**src/rtl/rx_discard_fifo.sv**
```systemverilog
module rx_discard_fifo #(
  parameter int DATA_DEPTH = 32,
  parameter int STAT_DEPTH = 8,
  parameter int MIN_SKIP   = 4,
  parameter int OVF_W      = 8,
  localparam int DAW = $clog2(DATA_DEPTH),
  localparam int SAW = $clog2(STAT_DEPTH),
  localparam int LW  = 14
) (
  input  logic             clk,
  input  logic             rst_n,
  input  logic             wr_data_valid,
  input  logic [31:0]      wr_data,
  input  logic             wr_stat_valid,
  input  logic [31:0]      wr_stat,
  input  logic             rd_data_req,
  output logic [31:0]      rd_data,
  input  logic             rd_stat_req,
  output logic [31:0]      rd_stat,
  input  logic             ffwd_req,
  input  logic             dump_req,
  input  logic             rx_halted,
  output logic             ffwd_busy,
  output logic             dump_busy,
  output logic [DAW:0]     data_level,
  output logic [SAW:0]     stat_level,
  output logic [OVF_W-1:0] data_ovf,
  output logic [OVF_W-1:0] stat_ovf,
  output logic             rd_err,
  output logic             dump_err
);

  logic [31:0] dmem [DATA_DEPTH];
  logic [31:0] smem [STAT_DEPTH];
  logic [DAW:0] dwp, drp;
  logic [SAW:0] swp, srp;
  logic [LW-1:0] rem, pend;
  logic pend_v;

  assign data_level = dwp - drp;
  assign stat_level = swp - srp;

  wire d_empty = data_level == '0;
  wire s_empty = stat_level == '0;
  wire d_full  = 32'(data_level) == DATA_DEPTH;
  wire s_full  = 32'(stat_level) == STAT_DEPTH;

  wire d_push = wr_data_valid && !dump_busy && !d_full;
  wire s_push = wr_stat_valid && !dump_busy && !s_full;
  wire d_pop  = rd_data_req && !ffwd_busy && !dump_busy && !d_empty;
  wire s_pop  = rd_stat_req && !dump_busy && !s_empty;
  wire skip   = ffwd_busy && !dump_busy && !d_empty;

  assign rd_data = (ffwd_busy || dump_busy || d_empty) ? 32'd0 : dmem[drp[DAW-1:0]];
  assign rd_stat = (dump_busy || s_empty) ? 32'd0 : smem[srp[SAW-1:0]];

  wire [14:0]   len_p3  = {1'b0, rd_stat[29:16]} + 15'd3;
  wire [LW-1:0] s_words = {1'b0, len_p3[14:2]};

  wire ffwd_acc = ffwd_req && !ffwd_busy && !dump_busy && !d_pop &&
                  32'(rem) >= MIN_SKIP && 32'(data_level) >= 32'(rem);

  always_ff @(posedge clk) begin
    if (d_push) dmem[dwp[DAW-1:0]] <= wr_data;
    if (s_push) smem[swp[SAW-1:0]] <= wr_stat;
  end

  always_ff @(posedge clk or negedge rst_n) begin
    if (!rst_n) begin
      dwp <= '0; drp <= '0; swp <= '0; srp <= '0;
      data_ovf <= '0; stat_ovf <= '0;
      dump_busy <= 1'b0; dump_err <= 1'b0; rd_err <= 1'b0;
    end else begin
      dump_busy <= dump_req && rx_halted && !dump_busy;
      if (dump_req && !rx_halted) dump_err <= 1'b1;
      if (rd_data_req && ffwd_busy && !dump_busy) rd_err <= 1'b1;
      if (wr_data_valid && !dump_busy && d_full && data_ovf != '1) data_ovf <= data_ovf + 1'b1;
      if (wr_stat_valid && !dump_busy && s_full && stat_ovf != '1) stat_ovf <= stat_ovf + 1'b1;
      if (dump_busy) begin
        dwp <= '0; drp <= '0; swp <= '0; srp <= '0;
      end else begin
        if (d_push) dwp <= dwp + 1'b1;
        if (s_push) swp <= swp + 1'b1;
        if (s_pop)  srp <= srp + 1'b1;
        if (d_pop || skip) drp <= drp + 1'b1;
      end
    end
  end

  always_ff @(posedge clk or negedge rst_n) begin
    if (!rst_n) begin
      rem <= '0; pend <= '0; pend_v <= 1'b0; ffwd_busy <= 1'b0;
    end else if (dump_busy) begin
      rem <= '0; pend_v <= 1'b0; ffwd_busy <= 1'b0;
    end else if (ffwd_busy) begin
      if (rem == LW'(1)) begin
        ffwd_busy <= 1'b0;
        pend_v    <= 1'b0;
        rem <= s_pop ? s_words : (pend_v ? pend : '0);
      end else begin
        rem <= rem - 1'b1;
        if (s_pop) begin pend <= s_words; pend_v <= 1'b1; end
      end
    end else if (ffwd_acc) begin
      ffwd_busy <= 1'b1;
      if (s_pop) begin pend <= s_words; pend_v <= 1'b1; end
    end else if (s_pop) begin
      rem <= s_words;
    end else if (d_pop && rem != '0) begin
      rem <= rem - 1'b1;
    end
  end


  no_overflow_chk: assert property (@(posedge clk) disable iff (!rst_n)
    32'(data_level) <= DATA_DEPTH && 32'(stat_level) <= STAT_DEPTH);


  ffwd_rem_chk: assert property (@(posedge clk) disable iff (!rst_n)
    ffwd_busy |-> rem != '0);


  ffwd_refuse_chk: assert property (@(posedge clk) disable iff (!rst_n)
    (ffwd_req && !ffwd_busy && 32'(rem) < MIN_SKIP) |=> !ffwd_busy);


  ffwd_stat_chk: assert property (@(posedge clk) disable iff (!rst_n)
    (ffwd_busy && !dump_busy && !wr_stat_valid && !rd_stat_req) |=> $stable(stat_level));


  ffwd_rderr_chk: assert property (@(posedge clk) disable iff (!rst_n)
    (ffwd_busy && rd_data_req && !dump_busy) |=> rd_err);


  dump_clear_chk: assert property (@(posedge clk) disable iff (!rst_n)
    dump_busy |=> (data_level == '0 && stat_level == '0 && !dump_busy));


  dump_guard_chk: assert property (@(posedge clk) disable iff (!rst_n)
    (dump_req && !rx_halted && !dump_busy) |=> (!dump_busy && dump_err));

endmodule

```
**config.mk**
```make
export PLATFORM = sky130hd
export DESIGN_NAME = rx_discard_fifo
export DESIGN_NICKNAME = d
export VERILOG_FILES = /design/src/rtl/rx_discard_fifo.sv
export SDC_FILE = /design/constraint.sdc
export NUM_CORES = 2
export LEC_CHECK = 0
export CAP_MARGIN = 25
export CORE_MARGIN = 2
export CORE_UTILIZATION = 55
export CTS_BUF_LIST = sky130_fd_sc_hd__clkbuf_16
export CTS_CLUSTER_DIAMETER = 100
export DETAILED_ROUTE_END_ITERATION = 10
export HOLD_SLACK_MARGIN = 0.08
export PLACE_DENSITY = 0.73
export SLEW_MARGIN = 0
export SYNTH_ARGS = -nofsm -noshare
export SYNTH_HDL_FRONTEND = slang
export SYNTH_SLANG_ARGS = --single-unit
export TNS_END_PERCENT = 1
```
**constraint.sdc**
```tcl
create_clock -name clk -period 7.5 [get_ports clk]
set_input_delay 1.5 -clock clk [delete_from_list [all_inputs] [get_ports clk]]
set_output_delay 1.5 -clock clk [all_outputs]
set_load 0.01 [all_outputs]
```
# Word-level counts from Yosys, hierarchy flattened
# Memories as Yosys holds them, arrays and structs flattened.
# Index checks and enable logic that the tools add are counted.
# Widths: inputs -> output; s select.
[op_classes]
n_mux = 35
bitwise_logic = 1
magnitude_cmp = 2
n_reduce_logical = 50
addsub = 10
n_eq_ne = 7
[op_table]
columns = ["op", "n"]
rows = [
  ["$mux 14", 12],
  ["$mux 32", 2],
  ["$logic_and 1x1->1", 26],
  ["$mux 6", 4],
  ["$add 8x1->8 const B", 2],
  ["$mux 4", 4],
  ["$ne 8x8->1 const B", 2],
  ["$add 14x2->15 const B", 1],
  ["$eq 14x1->1 const B", 1],
  ["$ge 14x3->1 const B", 1],
  ["$ge 6x14->1", 1],
  ["$reduce_bool 14->1", 1],
  ["$sub 14x1->14 const B", 1],
  ["$mux 1", 13],
  ["$add 6x1->6 const B", 2],
  ["$reduce_bool 2->1", 5],
  ["$add 4x1->4 const B", 2],
  ["$logic_not 1->1", 8],
  ["$eq 6x6->1 const B", 1],
  ["$logic_not 6->1", 1],
  ["$sub 6x6->6", 1],
  ["$eq 4x4->1 const B", 1],
  ["$logic_not 4->1", 1],
  ["$logic_or 1x1->1", 4],
  ["8 further kinds", 8],
]
[totals]
mem_bits_rw = 1280
in_bits = 73
mem_count = 2
register_bits = 69
[memory_table]
columns = ["name", "words", "word_bits", "read_ports", "rd_clocked_by_memory_dff", "write_ports", "line", "source"]
rows = [
  ["dmem", 32, 32, 1, 0, 1, "33", "logic [31:0] dmem [DATA_DEPTH];"],
  ["smem", 8, 32, 1, 0, 1, "34", "logic [31:0] smem [STAT_DEPTH];"],
]

# Logic depth before layout (Yosys ltp)
[depth]
depth_word = 11
depth_mapped = 19

# Worst setup path after synthesis
# OpenSTA, ideal clock, no wires.
[synth_path]
path_kind = "register to register"
startpoint = "register drp[1]"
endpoint = "memory dmem[12][0], enable pin"
period_less_slack_ns = 4.972
setup_ns = 0.421
stages_incl_launch_ff = 15
required_time_ns = 7.079
setup_slack_ns = 2.528
arrival_ns = 4.550
cell_sequence = "dfrtp_1 > clkbuf_1 > clkbuf_1 > clkbuf_1 > inv_1 > fa_1 > a21o_1 > a21oi_1 > xnor2_1 > or2_1 > o21a_1 > buf_2 > and2_1 > nand2_1 > nor2_1"
[synth_via]
elab_chain_cells = 6
[synth_lines]
columns = ["element", "line", "source"]
rows = [
  ["start: declaration", "35", "logic [DAW:0] dwp, drp;"],
  ["start signal: assignment", "85", "if (d_pop || skip) drp <= drp + 1'b1;"],
  ["$sub 6x6->6", "40", "assign data_level = dwp - drp;"],
  ["via data_level[4]", "25", "output logic [DAW:0] data_level,"],
  ["$eq 6x6->1", "45", "wire d_full = 32'(data_level) == DATA_DEPTH;"],
  ["$logic_not 1->1", "48", "wire d_push = wr_data_valid && !dump_busy && !d_full;"],
  ["$logic_and 1x1->1", "48", ""],
  ["$mux 1", "64", "if (d_push) dmem[dwp[DAW-1:0]] <= wr_data;"],
  ["$mux 1 (implied by the code)", "64", ""],
  ["end: declaration", "33", ""],
]
# The timed path passes the listed nets, and every way through them passes these cells.

# Worst setup path in the final report
[layout_path]
startpoint = "register drp[1]"
endpoint = "output port rd_data[21]"
[layout_via]
elab_chain_cells = 4
elab_cells_between_ends = 5
[layout_lines]
columns = ["element", "line", "source"]
rows = [
  ["$sub 6x6->6", "40", ""],
  ["$logic_not 6->1", "43", "wire d_empty = data_level == '0;"],
  ["$logic_or 1x1->1", "54", "assign rd_data = (ffwd_busy || dump_busy || d_empty) ? 32'd0 : dmem[drp[DAW-1:0]];"],
  ["$mux 32 (*)", "54", ""],
  ["end: declaration", "17", "output logic [31:0] rd_data,"],
]
# Mark *: on every way between the ends. The rest lies on a longest branch, timed or not.

==> metrics.md <==
| Metric | Value |
|---|---|
| Result of the run | `completed` |
| Crit start category | `register` |
| Post-cts resize count | `0` |
| CP max FO | `41` |
| Final hold vios | `0` |
| Total wire length | `127000 um` |
| Setup bufs post-CTS | `0` |
| Synth top area share | `0.718` |
| Vias in the first global route | `27800` |
| Synth Net Count | `2649` |
| Reg power frac | `0.403` |
| Slew @ Worst Pin | `1100 ps` |
| Hold_buf cts | `0` |
| WS Path Type | `register to primary output` |
| Logic gate share of total power | `0.310` |
| Largest net degree at the start of global routing | `168` |
| Clock Latency Late Sink | `750 ps` |
| Required time worst endpoint | `6000 ps` |
| Maximum clock path buffer count | `3` |
| Fraction of layout cells with a size suffix above 1 | `0.254` |
| Die area | `0.0999 mm^2` |
| WP data arrival | `4810 ps` |
| Port Buffers | `166` |
| Residual DRC count | `0` |
| Synth area leaders | `edfxtp_1, mux4_2, dfrtp_1, nand2_1, a21oi_1` |
| R2r setup slk | `2060 ps` |
| Unrepaired setup endpoints after global routing | `false` |
| P_sw | `6.68 mW` |
| Die height | `316 um` |
| H-tree Lvls | `4` |
| CP Capture Type | `primary output` |
| Critical Path Source | `drp[1]$_DFFE_PN0P_` |
| GRT Overall Usage | `0.261` |
| Peak VDD IR | `0.320 mV` |
| CTS clock-pin slew for the worst setup and hold paths | `60 ps` |
| Clock Skew | `30.7 ps` |
| Min Tclk post-route | `6310 ps` |
| Antenna violations before repair | `7` |
| Async set-reset flop share out of synthesis | `0.0504` |
| Global-route wire length before repair | `187000 um` |
| Internal Power | `15.8 mW` |
| Distinct cells, synth | `81` |
| Flip-flop and latch count after synthesis | `1348` |
| Hpwl dp | `68900 um` |
| Vias per cell | `6.45` |
| Fin crit share | `0.842` |
| Setup TNS | `0 ps` |
| Share of the yosys chip area belonging to registers | `0.750` |
| Area leader, netlist | `edfxtp_1` |
| Pwr dens | `365 mW/mm^2` |
| Critical R2R Launch | `drp[1]$_DFFE_PN0P_` |
| Top-count cell post-synth | `edfxtp_1` |
| Avg Cell Area, Syn | `21.0 um^2` |
| Core ar. | `0.0966 mm^2` |
| Hold WC Path Type | `register to register` |
| Die width | `316 um` |
| CTS Buf Count | `135` |
| Slew headroom | `0.269` |
| Core Util, Final | `0.638` |
| Row cnt | `114` |
| DR pass1 iterations | `6` |
| Gpl congestion | `0.842` |
| Worst R2R End | `dmem[7][22]$_DFFE_PP_` |
| Synthesis-to-finish area growth | `15.0%` |
| Top_reg_cell synth | `edfxtp_1` |
| Mapped cell area | `0.0535 mm^2` |
| Starting Density | `0.554` |
| Routed WL per cell | `30.4 um` |
| Clock Power Share | `0.287` |
| Final nets | `2896` |
| Synth Instances | `2548` |
| Max-cap viol count | `0` |
| Io pins | `167` |
| Ys Warns | `0` |
| Clk sink count | `1348` |
| Total number of vias | `26900` |
| Sw Share | `0.297` |
| Max Slew Vio Count | `0` |
| Leak Pwr | `19.7 nW` |
| CTS tree | `yes` |
| Commonest cells post-synth | `edfxtp_1, mux4_2, nand2_1, nor2_1, a21oi_1` |
| Grt total ovfl | `0` |
| Setup Viol. Count Final | `0` |
| Peak Freq | `158 MHz` |
| Critical Path Sink | `rd_data[21]` |
| Post-DRT Antenna Nets | `0` |
| Clock Tree Root | `clkbuf_16` |
| Drt initial violations | `3372` |
| EDFF count, synth | `1280` |
| Worst-case reg-to-reg path depth | `10` |
==> worst min-delay path by stage <==
stage                    startpoint              endpoint  slack [ps]  cells past startpoint
2_1_floorplan   pend[0]$_DFFE_PN0P_   pend[0]$_DFFE_PN0P_         460                      1
3_3_place_gp   dump_err$_DFFE_PN0P_  dump_err$_DFFE_PN0P_         440                      1
3_5_place_dp   dump_err$_DFFE_PN0P_  dump_err$_DFFE_PN0P_         440                      1
4_1_cts        dump_err$_DFFE_PN0P_  dump_err$_DFFE_PN0P_         460                      1
5_1_grt        dump_err$_DFFE_PN0P_  dump_err$_DFFE_PN0P_         470                      1
6_report       dump_err$_DFFE_PN0P_  dump_err$_DFFE_PN0P_         450                      1
==> sequential cells by signal, summed over array words and instances (netlist names) <==
register / flops
data_ovf: 8
dmem: 1024
drp: 6
dump_busy: 1
dump_err: 1
dwp: 6
ffwd_busy: 1
pend: 13
pend_v: 1
rd_err: 1
rem: 14
smem: 256
srp: 4
stat_ovf: 8
swp: 4
==> metal layers <==
metal,up-vias,part of all wire,GRT usage
li1,11000,-,-
met1,14200,0.37,0.350
met2,1476,0.51,0.435
met3,234,0.085,0.0475
met4,8,0.029,0.0897
met5,-,0.00043,0
==> worst max-delay path, stage by stage (launching register included) <==
cell and delay, ps:
dfrtp_4 830, inv_1 210, fa_1 480, xnor2_1 300, nand3_1 120, mux2_2 290, or2_1 300, o21ai_4 390
buf_16 220, buf_4 280, a21oi_1 100, clkdlybuf4s50_1 500
==> power groups by stage <==
stage	clock (mW)	combinational [mW]	sequential (mW)
3_5_place_dp	0	6.92	9.20
4_1_cts	6.53	7.01	9.05
6_report	6.45	6.98	9.05
3_3_place_gp	0	6.79	9.17
2_1_floorplan	0	4.71	9.03
5_1_grt	6.81	7.47	9.10
==> area by class of cell <==
cell class	instances	area, um^2
inverters	31	119
clock buffers	138	3450
fillers	6186	35000
well taps	1276	1600
diodes	3	7.51
repair buffers	240	2500
flip-flops and latches	1348	40200
multi-input cells	1039	13000
clock inverters	94	747
==> kinds of logic (layout without fill, tap and decap cells) <==
| logic type | Yosys count | in the layout | share of synthesized area |
|---|---|---|---|
| AOI/OAI and AO/OA | 168 | 168 | 0.0198 |
| DFF | 1348 | 1348 | 0.750 |
| adders and majority gates | 28 | 28 | 0.00682 |
| xor gates and xnor gates | 54 | 54 | 0.00897 |
| and+or+nand+nor | 372 | 372 | 0.0329 |
| muxes | 417 | 417 | 0.169 |
| buffers and inverters | 161 | 503 | 0.0133 |
| other | 0 | 3 | 0 |
==> stage by stage <==
| step | power (mW) | instances | setup slack (ps) | instance area, um^2 | hold slack [ps] |
|---|---|---|---|---|---|
| after floorplan | 13.7 | 2548 | 2530 | 53500 | 458 |
| after global placement | 16.0 | 3919 | 1630 | 57000 | 439 |
| after detailed placement | 16.1 | 3925 | 1870 | 57200 | 444 |
| after CTS | 22.6 | 4157 | 1030 | 61400 | 457 |
| after global routing | 23.4 | 4169 | 951 | 61600 | 473 |
| final | 22.5 | 4169 | 1190 | 61600 | 453 |
==> cell usage in the layout (no fill, tap or decap), drive strengths merged, types with 9 or more instances in the layout <==
cell	Yosys	layout
ha	26	26
xor2	20	20
or3	11	11
clkdlybuf4s50	0	165
nand2	156	156
nand4	11	11
xnor2	34	34
mux2i	16	16
mux4	384	384
nor2	102	102
o21ai	30	30
bufinv	0	9
clkinv	1	51
clkbuf	70	140
inv	30	62
nor3	24	24
nand3	13	13
dfrtp	68	68
a21oi	80	80
a21o	10	10
edfxtp	1280	1280
mux2	17	17
buf	60	73
(Power assumes the default switching activity.)
